**src/rtl/msi_pkg.sv**
```systemverilog
package msi_pkg;

  typedef enum logic [1:0] {
    LS_INV = 2'd0,
    LS_SHR = 2'd1,
    LS_EXC = 2'd2
  } line_st_t;

  typedef enum logic [1:0] {
    BC_IDLE   = 2'b00,
    BC_RDMISS = 2'b01,
    BC_WRMISS = 2'b10,
    BC_WBACK  = 2'b11
  } bus_cmd_t;

  // state a valid line moves to after a matching foreign miss
  function automatic line_st_t snoop_next(line_st_t cur, bus_cmd_t cmd);
    if (cmd == BC_WRMISS) return LS_INV;
    if (cmd == BC_RDMISS && cur == LS_EXC) return LS_SHR;
    return cur;
  endfunction

  // processor access satisfied locally without the bus
  function automatic logic cpu_hits(line_st_t cur, logic tag_eq, logic we);
    if (!tag_eq) return 1'b0;
    return we ? (cur == LS_EXC) : (cur != LS_INV);
  endfunction

endpackage

```
**src/rtl/msi_line_store.sv**
```systemverilog
module msi_line_store
  import msi_pkg::*;
#(
  parameter int IDX_W = 3,
  parameter int TAG_W = 9
) (
  input  logic             clk,
  input  logic             rst_n,
  input  logic [IDX_W-1:0] ra_idx,
  output logic [TAG_W-1:0] ra_tag,
  output line_st_t         ra_st,
  input  logic [IDX_W-1:0] rb_idx,
  output logic [TAG_W-1:0] rb_tag,
  output line_st_t         rb_st,
  input  logic             w_en,
  input  logic [IDX_W-1:0] w_idx,
  input  logic             w_tag_en,
  input  logic [TAG_W-1:0] w_tag,
  input  line_st_t         w_st
);
  localparam int LINES = 1 << IDX_W;

  logic [TAG_W-1:0] tag_q [LINES];
  line_st_t         st_q  [LINES];

  for (genvar g = 0; g < LINES; g++) begin : g_line
    always_ff @(posedge clk) begin
      if (!rst_n) begin
        st_q[g]  <= LS_INV;
        tag_q[g] <= '0;
      end else if (w_en && w_idx == IDX_W'(g)) begin
        st_q[g] <= w_st;
        if (w_tag_en) tag_q[g] <= w_tag;
      end
    end
  end

  assign ra_tag = tag_q[ra_idx];
  assign ra_st  = st_q[ra_idx];
  assign rb_tag = tag_q[rb_idx];
  assign rb_st  = st_q[rb_idx];
endmodule

```
**src/rtl/msi_snoop_unit.sv**
```systemverilog
module msi_snoop_unit
  import msi_pkg::*;
#(
  parameter int ADDR_W = 12,
  parameter int IDX_W  = 3,
  parameter int ID_W   = 2,
  parameter int MY_ID  = 1
) (
  input  logic [1:0]        snp_cmd,
  input  logic [ADDR_W-1:0] snp_addr,
  input  logic [ID_W-1:0]   snp_src,
  output logic [IDX_W-1:0]  snp_idx,
  input  logic [ADDR_W-IDX_W-1:0] line_tag,
  input  line_st_t          line_st,
  output logic              snp_hit,
  output logic              snp_flush,
  output line_st_t          snp_next
);
  localparam int TAG_W = ADDR_W - IDX_W;
  localparam logic [ID_W-1:0] OWN = ID_W'(MY_ID);

  bus_cmd_t         cmd;
  logic [TAG_W-1:0] snp_tag;
  logic             is_miss;
  logic             foreign;

  assign cmd     = bus_cmd_t'(snp_cmd);
  assign snp_idx = snp_addr[IDX_W-1:0];
  assign snp_tag = snp_addr[ADDR_W-1:IDX_W];
  assign is_miss = (cmd == BC_RDMISS) || (cmd == BC_WRMISS);
  assign foreign = (snp_src != OWN);

  assign snp_hit   = is_miss && foreign && (line_st != LS_INV) && (line_tag == snp_tag);
  assign snp_flush = snp_hit && (line_st == LS_EXC);
  assign snp_next  = snoop_next(line_st, cmd);
endmodule

```
**src/rtl/msi_line_ctrl.sv**
```systemverilog
module msi_line_ctrl
  import msi_pkg::*;
#(
  parameter int ADDR_W = 12,
  parameter int IDX_W  = 3,
  parameter int ID_W   = 2,
  parameter int MY_ID  = 1
) (
  input  logic              clk,
  input  logic              rst_n,
  input  logic              cpu_req,
  input  logic              cpu_we,
  input  logic [ADDR_W-1:0] cpu_addr,
  output logic              cpu_done,
  output logic              cpu_hit,
  output logic              bus_req,
  input  logic              bus_gnt,
  output logic [1:0]        bus_cmd_o,
  output logic [ADDR_W-1:0] bus_addr_o,
  output logic [ID_W-1:0]   bus_src_o,
  output logic              mem_abort,
  input  logic [1:0]        snp_cmd,
  input  logic [ADDR_W-1:0] snp_addr,
  input  logic [ID_W-1:0]   snp_src
);
  localparam int TAG_W = ADDR_W - IDX_W;

  typedef enum logic {F_IDLE, F_WAIT} fsm_t;

  fsm_t              fsm_q;
  logic              op_we_q;
  logic [ADDR_W-1:0] op_addr_q;
  logic              done_q, hit_q, abort_q;
  bus_cmd_t          cmd_q;
  logic [ADDR_W-1:0] baddr_q;

  // lookup port A follows the processor, port B follows the snooped address
  logic [ADDR_W-1:0] cur_addr;
  logic              cur_we;
  logic [TAG_W-1:0]  ra_tag, rb_tag;
  line_st_t          ra_st, rb_st;
  logic [IDX_W-1:0]  snp_idx;
  logic              snp_hit, snp_flush;
  line_st_t          snp_next;

  // named events used by the assertions
  logic tag_eq, hit_now, accept, grant_use, victim_dirty, req_restart;

  logic             w_en, w_tag_en;
  logic [IDX_W-1:0] w_idx;
  line_st_t         w_st;

  assign cur_addr = (fsm_q == F_WAIT) ? op_addr_q : cpu_addr;
  assign cur_we   = (fsm_q == F_WAIT) ? op_we_q   : cpu_we;

  msi_line_store #(.IDX_W(IDX_W), .TAG_W(TAG_W)) u_store (
    .clk(clk), .rst_n(rst_n),
    .ra_idx(cur_addr[IDX_W-1:0]), .ra_tag(ra_tag), .ra_st(ra_st),
    .rb_idx(snp_idx), .rb_tag(rb_tag), .rb_st(rb_st),
    .w_en(w_en), .w_idx(w_idx), .w_tag_en(w_tag_en),
    .w_tag(cur_addr[ADDR_W-1:IDX_W]), .w_st(w_st)
  );

  msi_snoop_unit #(.ADDR_W(ADDR_W), .IDX_W(IDX_W), .ID_W(ID_W), .MY_ID(MY_ID)) u_snoop (
    .snp_cmd(snp_cmd), .snp_addr(snp_addr), .snp_src(snp_src),
    .snp_idx(snp_idx), .line_tag(rb_tag), .line_st(rb_st),
    .snp_hit(snp_hit), .snp_flush(snp_flush), .snp_next(snp_next)
  );

  assign tag_eq       = (ra_tag == cur_addr[ADDR_W-1:IDX_W]);
  assign hit_now      = cpu_hits(ra_st, tag_eq, cur_we);
  assign accept       = (fsm_q == F_IDLE) && cpu_req && !done_q && !snp_hit;
  assign grant_use    = (fsm_q == F_WAIT) && bus_gnt && !snp_hit;
  assign victim_dirty = (ra_st == LS_EXC) && !tag_eq;
  assign req_restart  = (fsm_q == F_WAIT) && snp_hit &&
                        (snp_idx == op_addr_q[IDX_W-1:0]);

  // single write port: a snoop hit and a granted miss never share a cycle
  always_comb begin
    w_en     = 1'b0;
    w_tag_en = 1'b0;
    w_idx    = cur_addr[IDX_W-1:0];
    w_st     = LS_INV;
    if (snp_hit) begin
      w_en  = 1'b1;
      w_idx = snp_idx;
      w_st  = snp_next;
    end else if (grant_use && victim_dirty) begin
      w_en = 1'b1;
      w_st = LS_INV;
    end else if (grant_use) begin
      w_en     = 1'b1;
      w_tag_en = 1'b1;
      w_st     = op_we_q ? LS_EXC : LS_SHR;
    end
  end

  always_ff @(posedge clk) begin
    if (!rst_n) begin
      fsm_q     <= F_IDLE;
      op_we_q   <= 1'b0;
      op_addr_q <= '0;
      done_q    <= 1'b0;
      hit_q     <= 1'b0;
      abort_q   <= 1'b0;
      cmd_q     <= BC_IDLE;
      baddr_q   <= '0;
    end else begin
      done_q  <= 1'b0;
      hit_q   <= 1'b0;
      abort_q <= 1'b0;
      cmd_q   <= BC_IDLE;
      if (snp_flush) begin
        cmd_q   <= BC_WBACK;
        baddr_q <= snp_addr;
        abort_q <= 1'b1;
      end
      case (fsm_q)
        F_IDLE: if (accept) begin
          if (hit_now) begin
            done_q <= 1'b1;
            hit_q  <= 1'b1;
          end else begin
            fsm_q     <= F_WAIT;
            op_we_q   <= cpu_we;
            op_addr_q <= cpu_addr;
          end
        end
        F_WAIT: if (grant_use) begin
          if (victim_dirty) begin
            cmd_q   <= BC_WBACK;
            baddr_q <= {ra_tag, op_addr_q[IDX_W-1:0]};
          end else begin
            cmd_q   <= op_we_q ? BC_WRMISS : BC_RDMISS;
            baddr_q <= op_addr_q;
            fsm_q   <= F_IDLE;
            done_q  <= 1'b1;
          end
        end
        default: fsm_q <= F_IDLE;
      endcase
    end
  end

  assign cpu_done   = done_q;
  assign cpu_hit    = hit_q;
  assign bus_req    = (fsm_q == F_WAIT);
  assign bus_cmd_o  = cmd_q;
  assign bus_addr_o = baddr_q;
  assign bus_src_o  = ID_W'(MY_ID);
  assign mem_abort  = abort_q;

  // a hit completes with nothing on the bus
  a_r4_hit_quiet_bus: assert property (@(posedge clk) disable iff (!rst_n)
    (cpu_done && cpu_hit) |-> (bus_cmd_o == BC_IDLE));

  // a serviced miss completes together with its miss command
  a_r11_miss_with_cmd: assert property (@(posedge clk) disable iff (!rst_n)
    (cpu_done && !cpu_hit) |-> (bus_cmd_o == BC_RDMISS || bus_cmd_o == BC_WRMISS));

  // an abort always travels with a write-back of the block
  a_r6_abort_is_wback: assert property (@(posedge clk) disable iff (!rst_n)
    mem_abort |-> (bus_cmd_o == BC_WBACK));

  // own-ID commands never provoke a flush
  a_r9_own_id_ignored: assert property (@(posedge clk) disable iff (!rst_n)
    (snp_src == ID_W'(MY_ID)) |=> !mem_abort);

  // a snoop hit stalls the processor port for that cycle
  a_r10_snoop_stalls: assert property (@(posedge clk) disable iff (!rst_n)
    snp_hit |=> !cpu_done);

  // a restarted request issues no miss in the cycle of the snoop
  a_r8_restart_no_miss: assert property (@(posedge clk) disable iff (!rst_n)
    req_restart |=> (bus_cmd_o != BC_RDMISS && bus_cmd_o != BC_WRMISS));

  // bus request drops only when the miss goes out
  a_r11_req_drop: assert property (@(posedge clk) disable iff (!rst_n)
    $fell(bus_req) |-> (cpu_done && !cpu_hit));
endmodule

```
**config.mk**
```make
export PLATFORM = sky130hd
export DESIGN_NAME = msi_line_ctrl
export DESIGN_NICKNAME = d
export VERILOG_FILES = /design/src/rtl/msi_pkg.sv /design/src/rtl/msi_line_store.sv /design/src/rtl/msi_snoop_unit.sv /design/src/rtl/msi_line_ctrl.sv
export SDC_FILE = /design/constraint.sdc
export NUM_CORES = 1
export LEC_CHECK = 0
export BUFFER_PORTS_ARGS = -buffer_cell sky130_fd_sc_hd__buf_2
export CAP_MARGIN = 20
export CORE_MARGIN = 2
export CORE_UTILIZATION = 55
export CTS_CLUSTER_DIAMETER = 100
export DETAILED_ROUTE_END_ITERATION = 10
export PLACE_DENSITY = 0.77
export RECOVER_POWER = 100
export SLEW_MARGIN = 0
export SYNTH_ARGS = -nofsm -noshare
export SYNTH_HDL_FRONTEND = slang
export SYNTH_SLANG_ARGS = --single-unit
```
**constraint.sdc**
```tcl
create_clock -name clk -period 3.7 [get_ports clk]
set_clock_uncertainty 0.05 [all_clocks]
set_input_delay 0.185 -clock clk [delete_from_list [all_inputs] [get_ports clk]]
set_output_delay 0.185 -clock clk [all_outputs]
set_load 0.01 [all_outputs]
```
==> results.sh <==
export IMPL_outcome="complete, no violations"
export IMPL_synthTopCellsByCount="88 x edfxtp_1, 85 x nand2_1, 76 x nor3_1, 66 x mux2i_1"
export IMPL_ys_ff_latch=119
export IMPL_cts_tree="done"
export IMPL_setup_slack_ps=160.3
export IMPL_pre_cts_slack_ps=241.7
export IMPL_fmax_mhz=282.5
export IMPL_synth_area_leader_cell="edfxtp_1"
export IMPL_crit_path_frequent_cell="buf_4"
export IMPL_yosys_top_cells_area="edfxtp_1 38%, mux2i_1 9.4%, dfxtp_1 8.8%"
export IMPL_startpoint_type="flip-flop"
export IMPL_grt_max_degree=50
export IMPL_worstPathRequired_ps=3990
export IMPL_fin_tns_setup_ps=0
export IMPL_regToRegEndpoint="op_addr_q[11]"
export IMPL_fin_nets=782
export IMPL_die_width_um=117.1
export IMPL_clock_path_buffers=2
export IMPL_finalCritPeriodShare_pct=95.67
export IMPL_grt_usage_pct=34.84
export IMPL_clk_latency_ps=420
export IMPL_vdd_drop_max_uv=346.3
export IMPL_antenna_found_initial=0
export IMPL_cts_num_sinks=119
export IMPL_io_buffers=50
export IMPL_grt_pass1_wl_um=34930
export IMPL_post_drt_wl_per_cell_um=24.68
export IMPL_setup_worst_path_end_class="flip-flop"
export IMPL_antenna_cells=0
export IMPL_die_area_um2=13720
export IMPL_drtIter0Drc=1038
export IMPL_yosysTopAreaCellShare_pct=37.53
export IMPL_area_growth_pct=18.09
export IMPL_ys_warn_count=0
export IMPL_ys_types=54
export IMPL_path_clk_slew_ps=60
export IMPL_rsz0062_at_grt="false"
export IMPL_slowest_stage="mux4_2"
export IMPL_h_tree_depth=4
export IMPL_path_delay_family="multiplexers"
export IMPL_core_um2=12570
export IMPL_syn_area_per_cell_um2=10.41
export IMPL_min_path_type="input pin to flip-flop"
export IMPL_place_congestion=1.058
export IMPL_regToRegSetupSlack_ps=160
export IMPL_drc=0
export IMPL_initial_utilization_pct=56.02
export IMPL_synth_edff_count=88
export IMPL_rows=41
export IMPL_worstHoldStart="cpu_addr[1]"
export IMPL_holdPathEnd="op_addr_q[1]"
export IMPL_dpl_hpwl_um=16690
export IMPL_post_route_min_period_ps=3540
export IMPL_crit_buf_inv=3
export IMPL_yosysSeqAreaShare_pct=46.35
export IMPL_holdPathStages=3
export IMPL_num_vias=6292
export IMPL_grt_pass1_vias=6023
export IMPL_routed_wl_um=23000
export IMPL_vias_per_cell=6.751
export IMPL_worstSetupPathType="flip-flop to flip-flop"
export IMPL_drive_gt1_share_pct=18.16
export IMPL_crit_arrival_ps=3830
export IMPL_yosys_most_used_dff="edfxtp_1"
export IMPL_ant_nets=0
export IMPL_setup_viol=0
export IMPL_hold_violations=0
export IMPL_reg2reg_from="bus_req"
export IMPL_path_cells="buf_4 > mux2_4 > mux4_2 > mux2i_1 > xor2_1 > nor2_1 > and4_4 > buf_4 > a311oi_4 > buf_4 > mux2i_1"
export IMPL_synthCells=676
export IMPL_yosysMostFrequentCell="edfxtp_1"
export IMPL_cts_setup_buffers=0
export IMPL_hold_slack_ps=19.66
export IMPL_ios=53
export IMPL_utilization_pct=66.15
export IMPL_grt_ovfl_total=0
export IMPL_worst_path_max_fanout=23
export IMPL_drt_pass1_iter_count=7
export IMPL_numCtsBuffers=17
export IMPL_drv_slew=0
export IMPL_synth_area_um2=7041
export IMPL_async_flop_share_pct=0
export IMPL_rr_worst_depth=11
export IMPL_slew_headroom_pct=44.98
export IMPL_drv_cap=0
export IMPL_finalPower_mw=4.337
export IMPL_leakage_nw=3.018
export IMPL_power_density_nw_per_um2=521.7
export IMPL_die_h_um=117.1
export IMPL_worstMarginPinSlew_ps=821.4
export IMPL_cts_root_buf="clkbuf_16"
export IMPL_cp_slowest_stage_delay_ps=460
export IMPL_synth_nets=711
-- per-stage QoR --
step,std cells,instance area (um^2)
2_1_floorplan,676,7046
3_3_place_gp,883,7629
3_5_place_dp,884,7636
4_1_cts,932,8374
5_1_grt,932,8314
6_report,932,8314
-- worst register-to-register path, cell delays in order (launching register included) --
cell,delay (ps)
dfxtp_1,400
buf_4,180
mux2_4,420
mux4_2,470
mux2i_1,370
xor2_1,200
nor2_1,70
and4_4,190
buf_4,220
a311oi_4,310
buf_4,320
mux2i_1,260
-- layout by cell type (no fill, tap or decap), drive strengths merged, types with 22 or more instances in the layout --
cell    instances
dfxtp          31
nand4          31
nor3           77
buf            73
mux2i          66
clkbuf         46
nand3          22
edfxtp         88
nand2          85
a21oi          29
-- routing by layer --
layer	up-vias	routed length [um]	global-route usage [%]	part of all wire (%)
li1	2765	-	-	-
met4	0	636	12.78	2.8
met2	440	10430	52.72	45
met5	-	0	0	0
met3	47	2325	8.445	10
met1	3040	9606	49.05	42
-- cell families (layout without fill, tap and decap cells) --
logic type	after synthesis	in the layout	synth area share, %
DFF	119	119	46.35
and+or+nand+nor	273	273	19.62
muxes	86	86	15.35
adders and majority gates	2	2	0.3554
other	2	2	0.1067
xor gates and xnor gates	11	11	1.368
buffers and inverters	73	157	5.012
AOI/OAI and AO/OA	110	110	11.84
-- final cells by class --
type	count	area (um^2)
well taps	172	215.2
fillers	987	4254
multi-input cells	484	3440
clock buffers	18	429.2
inverters	8	30.03
repair buffers	117	788.3
clock inverters	14	148.9
flip-flops and latches	119	3263
-- flip-flops by register name, indices dropped and copies added (netlist names) --
signal / cells
op_we_q: 1
op_addr_q: 12
bus_addr_o: 12
mem_abort: 1
bus_cmd_o: 2
cpu_hit: 1
u_store.st_q: 16
bus_req: 1
u_store.tag_q: 72
cpu_done: 1
-- report_power, final --
part | internal [mW] | total, mW | switching [mW] | leakage [nW]
sequential | 1.51 | 1.58 | 0.0670 | 1.16
combinational | 0.400 | 1.12 | 0.722 | 1.58
clock | 0.995 | 1.63 | 0.640 | 0.275
total | 2.91 | 4.34 | 1.43 | 3.02
-- timing repair --
item | CTS | global route
hold endpoints to repair | 16 | 0
endpoints found under the setup margin | 0 | 2
gates resized for setup | 0 | 1
hold buffers | 16 | 0
-- how the worst max path moves through the flow --
stage / cells past startpoint / from / to
floorplan: 12 / bus_req / u_store.tag_q[6][0]
global placement: 11 / snp_addr[0] / bus_addr_o[5]
detailed placement: 11 / bus_req / u_store.tag_q[2][0]
CTS: 11 / bus_req / u_store.tag_q[2][0]
global route: 12 / bus_req / u_store.tag_q[5][2]
finish: 11 / bus_req / op_addr_q[11]
Power figures use the tool's default switching activity.
